===== src/rtl/modaddr_pkg.sv =====
package modaddr_pkg;

   typedef enum logic [2:0] {
      PM_HOLD    = 3'd0,
      PM_INC     = 3'd1,
      PM_DEC     = 3'd2,
      PM_INC_MOD = 3'd3,
      PM_DEC_MOD = 3'd4
   } post_mode_e;

   typedef enum logic {
      HW_PTR = 1'b0,
      HW_MOD = 1'b1
   } host_target_e;

endpackage


===== src/rtl/modaddr_bank.sv =====
// Register bank: host write has priority over an update of the same slot.
module modaddr_bank #(
   parameter int COUNT = 2,
   parameter int W     = 8,
   parameter int IDX_W = 1
) (
   input  logic                      clk,
   input  logic                      rst_n,
   input  logic                      wr_en,
   input  logic [IDX_W-1:0]          wr_idx,
   input  logic [W-1:0]              wr_data,
   input  logic                      upd_en,
   input  logic [IDX_W-1:0]          upd_idx,
   input  logic [W-1:0]              upd_data,
   output logic [COUNT-1:0][W-1:0]   q
);

   generate
      for (genvar i = 0; i < COUNT; i++) begin : g_slot
         localparam logic [IDX_W-1:0] SLOT = IDX_W'(i);
         logic [W-1:0] slot_q;

         always_ff @(posedge clk) begin
            if (!rst_n) begin
               slot_q <= '0;
            end else if (wr_en && (wr_idx == SLOT)) begin
               slot_q <= wr_data;
            end else if (upd_en && (upd_idx == SLOT)) begin
               slot_q <= upd_data;
            end
         end

         assign q[i] = slot_q;
      end
   endgenerate

endmodule


===== src/rtl/modaddr_pick.sv =====
// Selects one entry of a packed bank; an out-of-range select yields zero.
module modaddr_pick #(
   parameter int COUNT = 2,
   parameter int W     = 8,
   parameter int SEL_W = 1
) (
   input  logic [COUNT-1:0][W-1:0] bank,
   input  logic [SEL_W-1:0]        sel,
   output logic [W-1:0]            value
);

   always_comb begin
      value = '0;
      for (int i = 0; i < COUNT; i++) begin
         if (sel == SEL_W'(i)) begin
            value = bank[i];
         end
      end
   end

endmodule


===== src/rtl/modaddr_step.sv =====
// Next-pointer computation for every post-modify mode.
module modaddr_step
   import modaddr_pkg::*;
#(
   parameter int ADDR_W = 8
) (
   input  logic [ADDR_W-1:0] cur,
   input  logic [ADDR_W-1:0] modv,
   input  logic [2:0]        mode,
   output logic [ADDR_W-1:0] nxt
);

   logic [ADDR_W-1:0] plus_one;
   logic [ADDR_W-1:0] minus_one;
   logic [ADDR_W-1:0] top_slot;
   logic              mod_zero;
   post_mode_e        mode_e;

   assign plus_one  = cur + 1'b1;
   assign minus_one = cur - 1'b1;
   assign top_slot  = modv - 1'b1;
   assign mod_zero  = (modv == '0);
   assign mode_e    = post_mode_e'(mode);

   always_comb begin
      case (mode_e)
         PM_INC:     nxt = plus_one;
         PM_DEC:     nxt = minus_one;
         PM_INC_MOD: nxt = (!mod_zero && (cur == top_slot)) ? '0 : plus_one;
         PM_DEC_MOD: nxt = (!mod_zero && (cur == '0)) ? top_slot : minus_one;
         default:    nxt = cur;
      endcase
   end

endmodule


===== src/rtl/modaddr_gen.sv =====
module modaddr_gen
   import modaddr_pkg::*;
#(
   parameter int ADDR_W  = 8,
   parameter int NUM_PTR = 2,
   parameter int NUM_MOD = 2,
   parameter int PSEL_W  = (NUM_PTR > 1) ? $clog2(NUM_PTR) : 1,
   parameter int MSEL_W  = (NUM_MOD > 1) ? $clog2(NUM_MOD) : 1,
   parameter int HIDX_W  = (PSEL_W > MSEL_W) ? PSEL_W : MSEL_W
) (
   input  logic              clk,
   input  logic              rst_n,
   input  logic              acc_valid,
   input  logic [PSEL_W-1:0] acc_ptr_sel,
   input  logic [2:0]        acc_mode,
   input  logic [MSEL_W-1:0] acc_mod_sel,
   input  logic              host_wr_en,
   input  logic              host_wr_target,
   input  logic [HIDX_W-1:0] host_wr_idx,
   input  logic [ADDR_W-1:0] host_wr_data,
   output logic [ADDR_W-1:0] addr_out
);

   generate
      if (ADDR_W < 2) begin : g_bad_width
         $error("modaddr_gen: ADDR_W must be at least 2");
      end
      if (NUM_PTR < 1 || NUM_MOD < 1) begin : g_bad_count
         $error("modaddr_gen: NUM_PTR and NUM_MOD must be at least 1");
      end
      if ((1 << PSEL_W) < NUM_PTR || (1 << MSEL_W) < NUM_MOD) begin : g_bad_sel
         $error("modaddr_gen: select widths too narrow for register counts");
      end
   endgenerate

   logic [NUM_PTR-1:0][ADDR_W-1:0] ptr_q;
   logic [NUM_MOD-1:0][ADDR_W-1:0] mod_q;
   logic [ADDR_W-1:0]              ptr_cur;
   logic [ADDR_W-1:0]              mod_cur;
   logic [ADDR_W-1:0]              ptr_nxt;
   logic                           ptr_wr;
   logic                           mod_wr;

   assign ptr_wr = host_wr_en && (host_target_e'(host_wr_target) == HW_PTR);
   assign mod_wr = host_wr_en && (host_target_e'(host_wr_target) == HW_MOD);

   modaddr_bank #(.COUNT(NUM_PTR), .W(ADDR_W), .IDX_W(HIDX_W)) u_ptr_bank (
      .clk      (clk),
      .rst_n    (rst_n),
      .wr_en    (ptr_wr),
      .wr_idx   (host_wr_idx),
      .wr_data  (host_wr_data),
      .upd_en   (acc_valid),
      .upd_idx  (HIDX_W'(acc_ptr_sel)),
      .upd_data (ptr_nxt),
      .q        (ptr_q)
   );

   modaddr_bank #(.COUNT(NUM_MOD), .W(ADDR_W), .IDX_W(HIDX_W)) u_mod_bank (
      .clk      (clk),
      .rst_n    (rst_n),
      .wr_en    (mod_wr),
      .wr_idx   (host_wr_idx),
      .wr_data  (host_wr_data),
      .upd_en   (1'b0),
      .upd_idx  ({HIDX_W{1'b0}}),
      .upd_data ({ADDR_W{1'b0}}),
      .q        (mod_q)
   );

   modaddr_pick #(.COUNT(NUM_PTR), .W(ADDR_W), .SEL_W(PSEL_W)) u_ptr_pick (
      .bank  (ptr_q),
      .sel   (acc_ptr_sel),
      .value (ptr_cur)
   );

   modaddr_pick #(.COUNT(NUM_MOD), .W(ADDR_W), .SEL_W(MSEL_W)) u_mod_pick (
      .bank  (mod_q),
      .sel   (acc_mod_sel),
      .value (mod_cur)
   );

   modaddr_step #(.ADDR_W(ADDR_W)) u_step (
      .cur  (ptr_cur),
      .modv (mod_cur),
      .mode (acc_mode),
      .nxt  (ptr_nxt)
   );

   assign addr_out = ptr_cur;

endmodule


===== config.mk =====
export PLATFORM = sky130hd
export DESIGN_NAME = modaddr_gen
export DESIGN_NICKNAME = d
export VERILOG_FILES = /design/src/rtl/modaddr_pkg.sv /design/src/rtl/modaddr_bank.sv /design/src/rtl/modaddr_pick.sv /design/src/rtl/modaddr_step.sv /design/src/rtl/modaddr_gen.sv
export SDC_FILE = /design/constraint.sdc
export NUM_CORES = 1
export LEC_CHECK = 0
export BUFFER_PORTS_ARGS = -buffer_cell sky130_fd_sc_hd__buf_2
export CORE_UTILIZATION = 35
export DETAILED_ROUTE_END_ITERATION = 10
export SLEW_MARGIN = 20
export SYNTH_ARGS = -nofsm -noshare
export SYNTH_HDL_FRONTEND = slang
export SYNTH_SLANG_ARGS = --single-unit

===== constraint.sdc =====
create_clock -name clk -period 4.1 [get_ports clk]
set_input_delay 0.205 -clock clk [delete_from_list [all_inputs] [get_ports clk]]
set_output_delay 0.205 -clock clk [all_outputs]
set_load 0.005 [all_outputs]

# [Word-level counts from Yosys, hierarchy flattened]
# Index checks and enable logic that the tools add are counted.
# W data, S select, Z words.
[op_classes] eq_ne=5 n_reduce_logical=15 n_mux=9 bitwise_logic=3 add_sub_neg=3
[ops] op="$mux W8" count=8
[ops] op="$pmux W8 S4" count=1
[ops] op="$logic_not A8 Y1" count=2
[ops] op="$sub A8 B1 Y8 const B" count=2
[ops] op="$logic_and A1 B1 Y1" count=10
[ops] op="$add A8 B1 Y8 const B" count=1
[ops] op="$eq A8 B8 Y1" count=1
[ops] op="$eq A3 B2 Y1 const B" count=2
[ops] op="$reduce_bool A2 Y1" count=2
[ops] op="$eq A3 B1 Y1 const B" count=1
[ops] op="$eq A3 B3 Y1 const B" count=1
[ops] op="$not A1 Y1" count=3
[ops] op="$logic_not A1 Y1" count=1
[word_totals] reg_bits=32 word_cells=39 in_bits=19

# [Longest topological paths before layout]
[logic_depth] word_depth=8 mapped_depth=14

# [Cells and area by module]
# From an unflattened synthesis, not the netlist that was laid out.
[hier_totals] cells_unflattened=341 hier_area_um2=2741.4
[by_module_without_submodules] mod="modaddr_bank" seq_area_each_um2=320.3 area_per_inst_um2=729.4 n_inst=2 cells_each=83
[by_module_without_submodules] mod="modaddr_step" seq_area_each_um2=0.0 area_per_inst_um2=999.7 n_inst=1 cells_each=154
[by_module_without_submodules] mod="modaddr_pick" seq_area_each_um2=0.0 area_per_inst_um2=131.4 n_inst=2 cells_each=9
[by_module_without_submodules] mod="modaddr_gen" seq_area_each_um2=0.0 area_per_inst_um2=20.0 n_inst=1 cells_each=3

# [Worst setup path before layout]
# No wires, ideal clock.
[synth_timing] kind="input to register" startpoint="input port acc_ptr_sel" endpoint="register u_ptr_bank.g_slot[0].slot_q[2]" path_stages=12 path_buffers=2 arrival_ns=3.003 path_slack_ns=0.964 setup_ns=0.134 path_cell_list="buf_4 buf_6 mux2i_1 ha_1 or4b_4 a2111oi_4 o211ai_1 a21oi_2 nor4b_1 a41o_1 nor3b_1 o22ai_1"
[synth_via] elab_chain_cells=7
[synth_rtl] item="from (decl)" line="modaddr_gen.sv:14" text="input logic [PSEL_W-1:0] acc_ptr_sel,"
[synth_rtl] item="parallel branches: the longest is 7 deep, another holds $sub A8 B1 Y8"
[synth_rtl] item="to (signal assigned)" line="modaddr_bank.sv:27" text="slot_q <= wr_data;"
[synth_rtl] item="to (signal assigned)" line="modaddr_bank.sv:29" text="slot_q <= upd_data;"
[synth_rtl] item="to (decl)" line="modaddr_bank.sv:21" text="logic [W-1:0] slot_q;"
# Parallel ways; which one is timed is not known. The select of a mux whose other input is x is not followed.
# A chain may end at the register's enable or synchronous reset.

# [Worst setup path after layout]
[layout_timing] startpoint="input port acc_mod_sel" endpoint="register u_ptr_bank.g_slot[1].slot_q[0]"
[layout_via] elab_chain_cells=8
[layout_rtl] item="from (decl)" line="modaddr_gen.sv:16" text="input logic [MSEL_W-1:0] acc_mod_sel,"
[layout_rtl] item="$mux W8 *" line="modaddr_pick.sv:15" text="if (sel == SEL_W'(i)) begin"
[layout_rtl] item="$sub A8 B1 Y8 or $logic_not A8 Y1 (tied branches)" line="modaddr_step.sv:21, modaddr_step.sv:22"
[layout_rtl] item="$eq A8 B8 Y1 or $logic_not A1 Y1 (tied branches)" line="modaddr_step.sv:29, modaddr_step.sv:30"
[layout_rtl] item="$logic_and A1 B1 Y1 (on tied branches)" line="modaddr_step.sv:29, modaddr_step.sv:30"
[layout_rtl] item="$mux W8 (on tied branches)" line="modaddr_step.sv:29, modaddr_step.sv:30"
[layout_rtl] item="$pmux W8 S4 *" line="modaddr_step.sv:26" text="case (mode_e)"
[layout_rtl] item="$mux W8 *" line="modaddr_bank.sv:28" text="end else if (upd_en && (upd_idx == SLOT)) begin"
[layout_rtl] item="$mux W8 *" line="modaddr_bank.sv:26" text="end else if (wr_en && (wr_idx == SLOT)) begin"
[layout_rtl] item="to (signal assigned)" line="modaddr_bank.sv:27"
[layout_rtl] item="to (signal assigned)" line="modaddr_bank.sv:29"
[layout_rtl] item="to (decl)" line="modaddr_bank.sv:21"
# Mark *: on every way between the ends. The rest lies on a longest branch, timed or not. The select of a mux whose other input is x is not followed.

==> metrics <==
fraction of power consumed by sequential logic=a little over a third; Starting Density=36.59%; final count of negative-setup-slack endpoints=0; length of the first detailed-routing pass in iterations=5; I/O pin count=27; number of DRC markers after the initial detailed-route iteration=161; minimum period implied by the final worst setup slack=3.547 ns; cell area reported after detailed placement=about 3000 um2; Remaining Overflow, GRT=0; Placer Congestion=between 0.9 and 1; number of clock sinks=32; Max Buffers Root-to-Sink=2; via count normalized by instance count=between 5 and 6; result of the run=completed; Chip Height=just over 90 um; synthesized net count=357; critical path endpoint category=flop; library cell used as clock root buffer=sky130_fd_sc_hd__clkbuf_8; number of distinct library cells after synthesis=65; routed wirelength normalized by instance count=roughly 18 um; post-synthesis instance area=2856 um2; final design area excluding fillers=3119 um2; fraction of final layout cells with drive strength greater than 1=17.66%; skew final=0.005498 ns; number of global-route vias before repair=between 2000 and 3000; most frequently used flop master after synthesis=sky130_fd_sc_hd__dfxtp_1; sum of net half-perimeters after detailed placement=around 6400 um; Net Sw Power=0.0003360 W; Ys Warns=0; initial antenna violation count=0; Crit path arrival time=3.72 ns; Die Span X=92.34 um; Min-Delay Path Class=in2reg; global-route wire length before repair=13280 um; area of the core=7807 um2; setup total negative slack=0 ns; clock-pin transition on the worst setup and hold timing paths=0.07 ns; Hold Path Origin=host_wr_data[5]; Logic pwr share=32.8%; synthesized-area fraction occupied by xor and xnor cells=about 4.5%; total power density per cell area=approximately 310 nW/um2; growth of design area from synthesis to finish=9.198%; leakage power figure=1.226 nW; number of enable-type register cells in the synthesized netlist=0; Req. time, crit path=4.27 ns; post-cts gate resize count=0; average footprint of a synthesized cell=roughly 8.5 um2; share of synthesized flip-flops with an asynchronous set or reset=0%; Tightest Pin Transition=0.8637 ns; Reg2Reg Launch Point=u_mod_bank.g_slot[1].slot_q[0]; global routing met2 resource utilization=31.42%; register bit total from synthesis=32; critical path class=in2reg; GRT Total Usage=20.11%; final cell utilization of the core=39.95%; post-CTS setup-driven buffer insertion count=0; upper clock frequency limit=approximately 0.28 GHz; fin. max-slew vios=0; met1 demand-to-capacity share in global routing=roughly 28%; clock latency at the later pin of the worst-skew pair=0.30 ns; Die Footprint=8527 um2; busiest layer in global routing=met2; Relative slew margins=42.30%; simple-gate area share of the yosys netlist=between 30% and 40%; ant diodes=0; critical path launch point type=input pin; CTS tree=built; total number of vias=2707; GRT met3 Usage=3.284%; share of power burned in the clock network=31.6%; gate count of the mapped netlist=335; number of clock buffers inserted by TritonCTS=5; crit path launch=acc_mod_sel; part of the cycle the worst path needs=between 80% and 90%; largest net degree at the start of global routing=42; internal cell power=approximately 0.00064 W; antenna viol nets, final=0; maximum fanout along the worst path=26; Routed WL=8339 um; share of the yosys chip area belonging to registers=22.43%; DRC=0; compound-cell area share of the yosys netlist=21.33%; top library cells by usage in the layout, fill and taps aside=sky130_fd_sc_hd__dfxtp_1, sky130_fd_sc_hd__mux2i_1, sky130_fd_sc_hd__buf_2; leading cell type in the layout, fill and taps excluded=sky130_fd_sc_hd__dfxtp_1; net total in the final layout=between 300 and 400; final hold violation count=0; number of placement rows=32; largest vdd supply drop=139.3 uV; unrepaired setup endpoints after global routing=no; main combinational cell family by area after synthesis=simple AND/OR/NAND/NOR gates; H-tree levels=2; hold buffer count at CTS=0; switching share of total power=between 30% and 40%; Max-Cap Viols=0; total of buffers placed on input and output ports=26; share of synthesized area spent on multiplexers=14.32%; Adder-Cell Fraction of Synth Area=approximately 1.3%
## synthesized netlist by cell type, types with 2 or more instances
cell,n,area share (%)
sky130_fd_sc_hd__o31ai_1,3,0.79
sky130_fd_sc_hd__nor4_1,7,1.5
sky130_fd_sc_hd__o211ai_1,15,3.9
sky130_fd_sc_hd__a21boi_1,2,0.53
sky130_fd_sc_hd__a211oi_1,4,1.1
sky130_fd_sc_hd__nand4_1,6,1.3
sky130_fd_sc_hd__ha_1,3,1.3
sky130_fd_sc_hd__clkbuf_1,12,1.6
sky130_fd_sc_hd__a211oi_2,3,1.3
sky130_fd_sc_hd__a22o_1,2,0.61
sky130_fd_sc_hd__dfxtp_1,32,22
sky130_fd_sc_hd__nor2b_1,21,4.6
sky130_fd_sc_hd__nor3_1,15,2.6
sky130_fd_sc_hd__nor3b_1,6,1.6
sky130_fd_sc_hd__or4b_4,3,1.4
sky130_fd_sc_hd__mux2i_1,28,9.8
sky130_fd_sc_hd__nand2b_1,4,0.88
sky130_fd_sc_hd__o221ai_1,2,0.61
sky130_fd_sc_hd__a31oi_1,2,0.44
sky130_fd_sc_hd__inv_1,5,0.66
sky130_fd_sc_hd__mux2i_4,2,1.6
sky130_fd_sc_hd__o22ai_1,12,2.6
sky130_fd_sc_hd__o21ai_1,2,0.35
sky130_fd_sc_hd__and3_1,5,1.1
sky130_fd_sc_hd__nor4b_1,6,1.8
sky130_fd_sc_hd__a21oi_1,11,1.9
sky130_fd_sc_hd__nor4_4,2,1.5
sky130_fd_sc_hd__mux2_2,5,2.0
sky130_fd_sc_hd__xnor2_1,11,3.4
sky130_fd_sc_hd__buf_6,5,2.0
sky130_fd_sc_hd__and2_1,5,1.1
sky130_fd_sc_hd__and4b_1,3,1.1
sky130_fd_sc_hd__nand3_1,8,1.4
sky130_fd_sc_hd__nand2_1,17,2.2
sky130_fd_sc_hd__nor2_1,23,3.0
sky130_fd_sc_hd__and4_1,2,0.61
sky130_fd_sc_hd__or3b_2,2,0.61
sky130_fd_sc_hd__o21ai_0,9,1.6
sky130_fd_sc_hd__mux2i_2,2,0.96
sky130_fd_sc_hd__a21o_1,2,0.53
sky130_fd_sc_hd__inv_2,2,0.26
## power groups by stage
stage	Combinational, W	Sequential (W)	Clock [W]
detailed placement	0.000315	0.000356	0
floorplan	0.000246	0.000349	0
CTS	0.000317	0.000349	0.000316
finish	0.000321	0.000349	0.000309
global placement	0.000312	0.000356	0
global route	0.000348	0.000351	0.000330
## critical path, stage by stage
cell                        delay [ns]
sky130_fd_sc_hd__buf_2            0.37
sky130_fd_sc_hd__mux2i_1          0.50
sky130_fd_sc_hd__ha_1             0.36
sky130_fd_sc_hd__nor3b_1          0.25
sky130_fd_sc_hd__mux2_2           0.36
sky130_fd_sc_hd__a211oi_1         0.45
sky130_fd_sc_hd__xnor2_1          0.24
sky130_fd_sc_hd__o2111ai_4        0.28
sky130_fd_sc_hd__and3_1           0.27
sky130_fd_sc_hd__nor3_1           0.28
sky130_fd_sc_hd__o211ai_1         0.14
## stage by stage
step | setup WS (ns) | hold slack (ns) | total power, W | instances
final | 0.5532 | 0.2067 | 0.0009800 | 453
after global routing | 0.2626 | 0.2105 | 0.001029 | 453
after CTS | 0.6038 | 0.1966 | 0.0009825 | 453
after detailed placement | 0.3109 | 0.5049 | 0.0006712 | 445
after global placement | 0.3227 | 0.4911 | 0.0006678 | 445
after floorplan | 0.9638 | 0.3442 | 0.0005943 | 335
## cell families after synthesis
kind of cell,Yosys count
simple gates,143
compound gates,80
mux,37
flops,32
buf+inv,27
xor+xnor,13
fa+ha+maj,3
## layout make-up
type                       instances  area, um2
clock buffer                       5      68.82
multi-input combinational        276       2072
inverter                           8      30.03
tap                              102      127.6
sequential                        32      640.6
timing repair buffer              27      137.6
fill                             859       4688
clock inverter                     3      42.54
## flip-flops by register name (all words and copies together), names as in the netlist
name and count:
u_mod_bank.g_slot.slot_q 16, u_ptr_bank.g_slot.slot_q 16
## path summary, 6_finish.rpt
| check | to | slack, ns | cells after the start |
|---|---|---|---|
| worst max-delay path | u_ptr_bank.g_slot[1].slot_q[0] | 0.55 | 11 |
| worst min-delay path | u_mod_bank.g_slot[1].slot_q[5] | 0.21 | 3 |
| worst max register to register | u_ptr_bank.g_slot[1].slot_q[0] | 0.58 | 10 |
| worst min register to register | u_mod_bank.g_slot[0].slot_q[7] | 0.54 | 2 |
## routing by layer
metal,part of all wire (%),routed length (um),vias to the layer above
li1,-,-,1308
met1,47,3934,1306
met2,47,3885,78
met3,4.7,393,15
met4,1.5,127,0
met5,0,0,-
(Power assumes the default switching activity.)
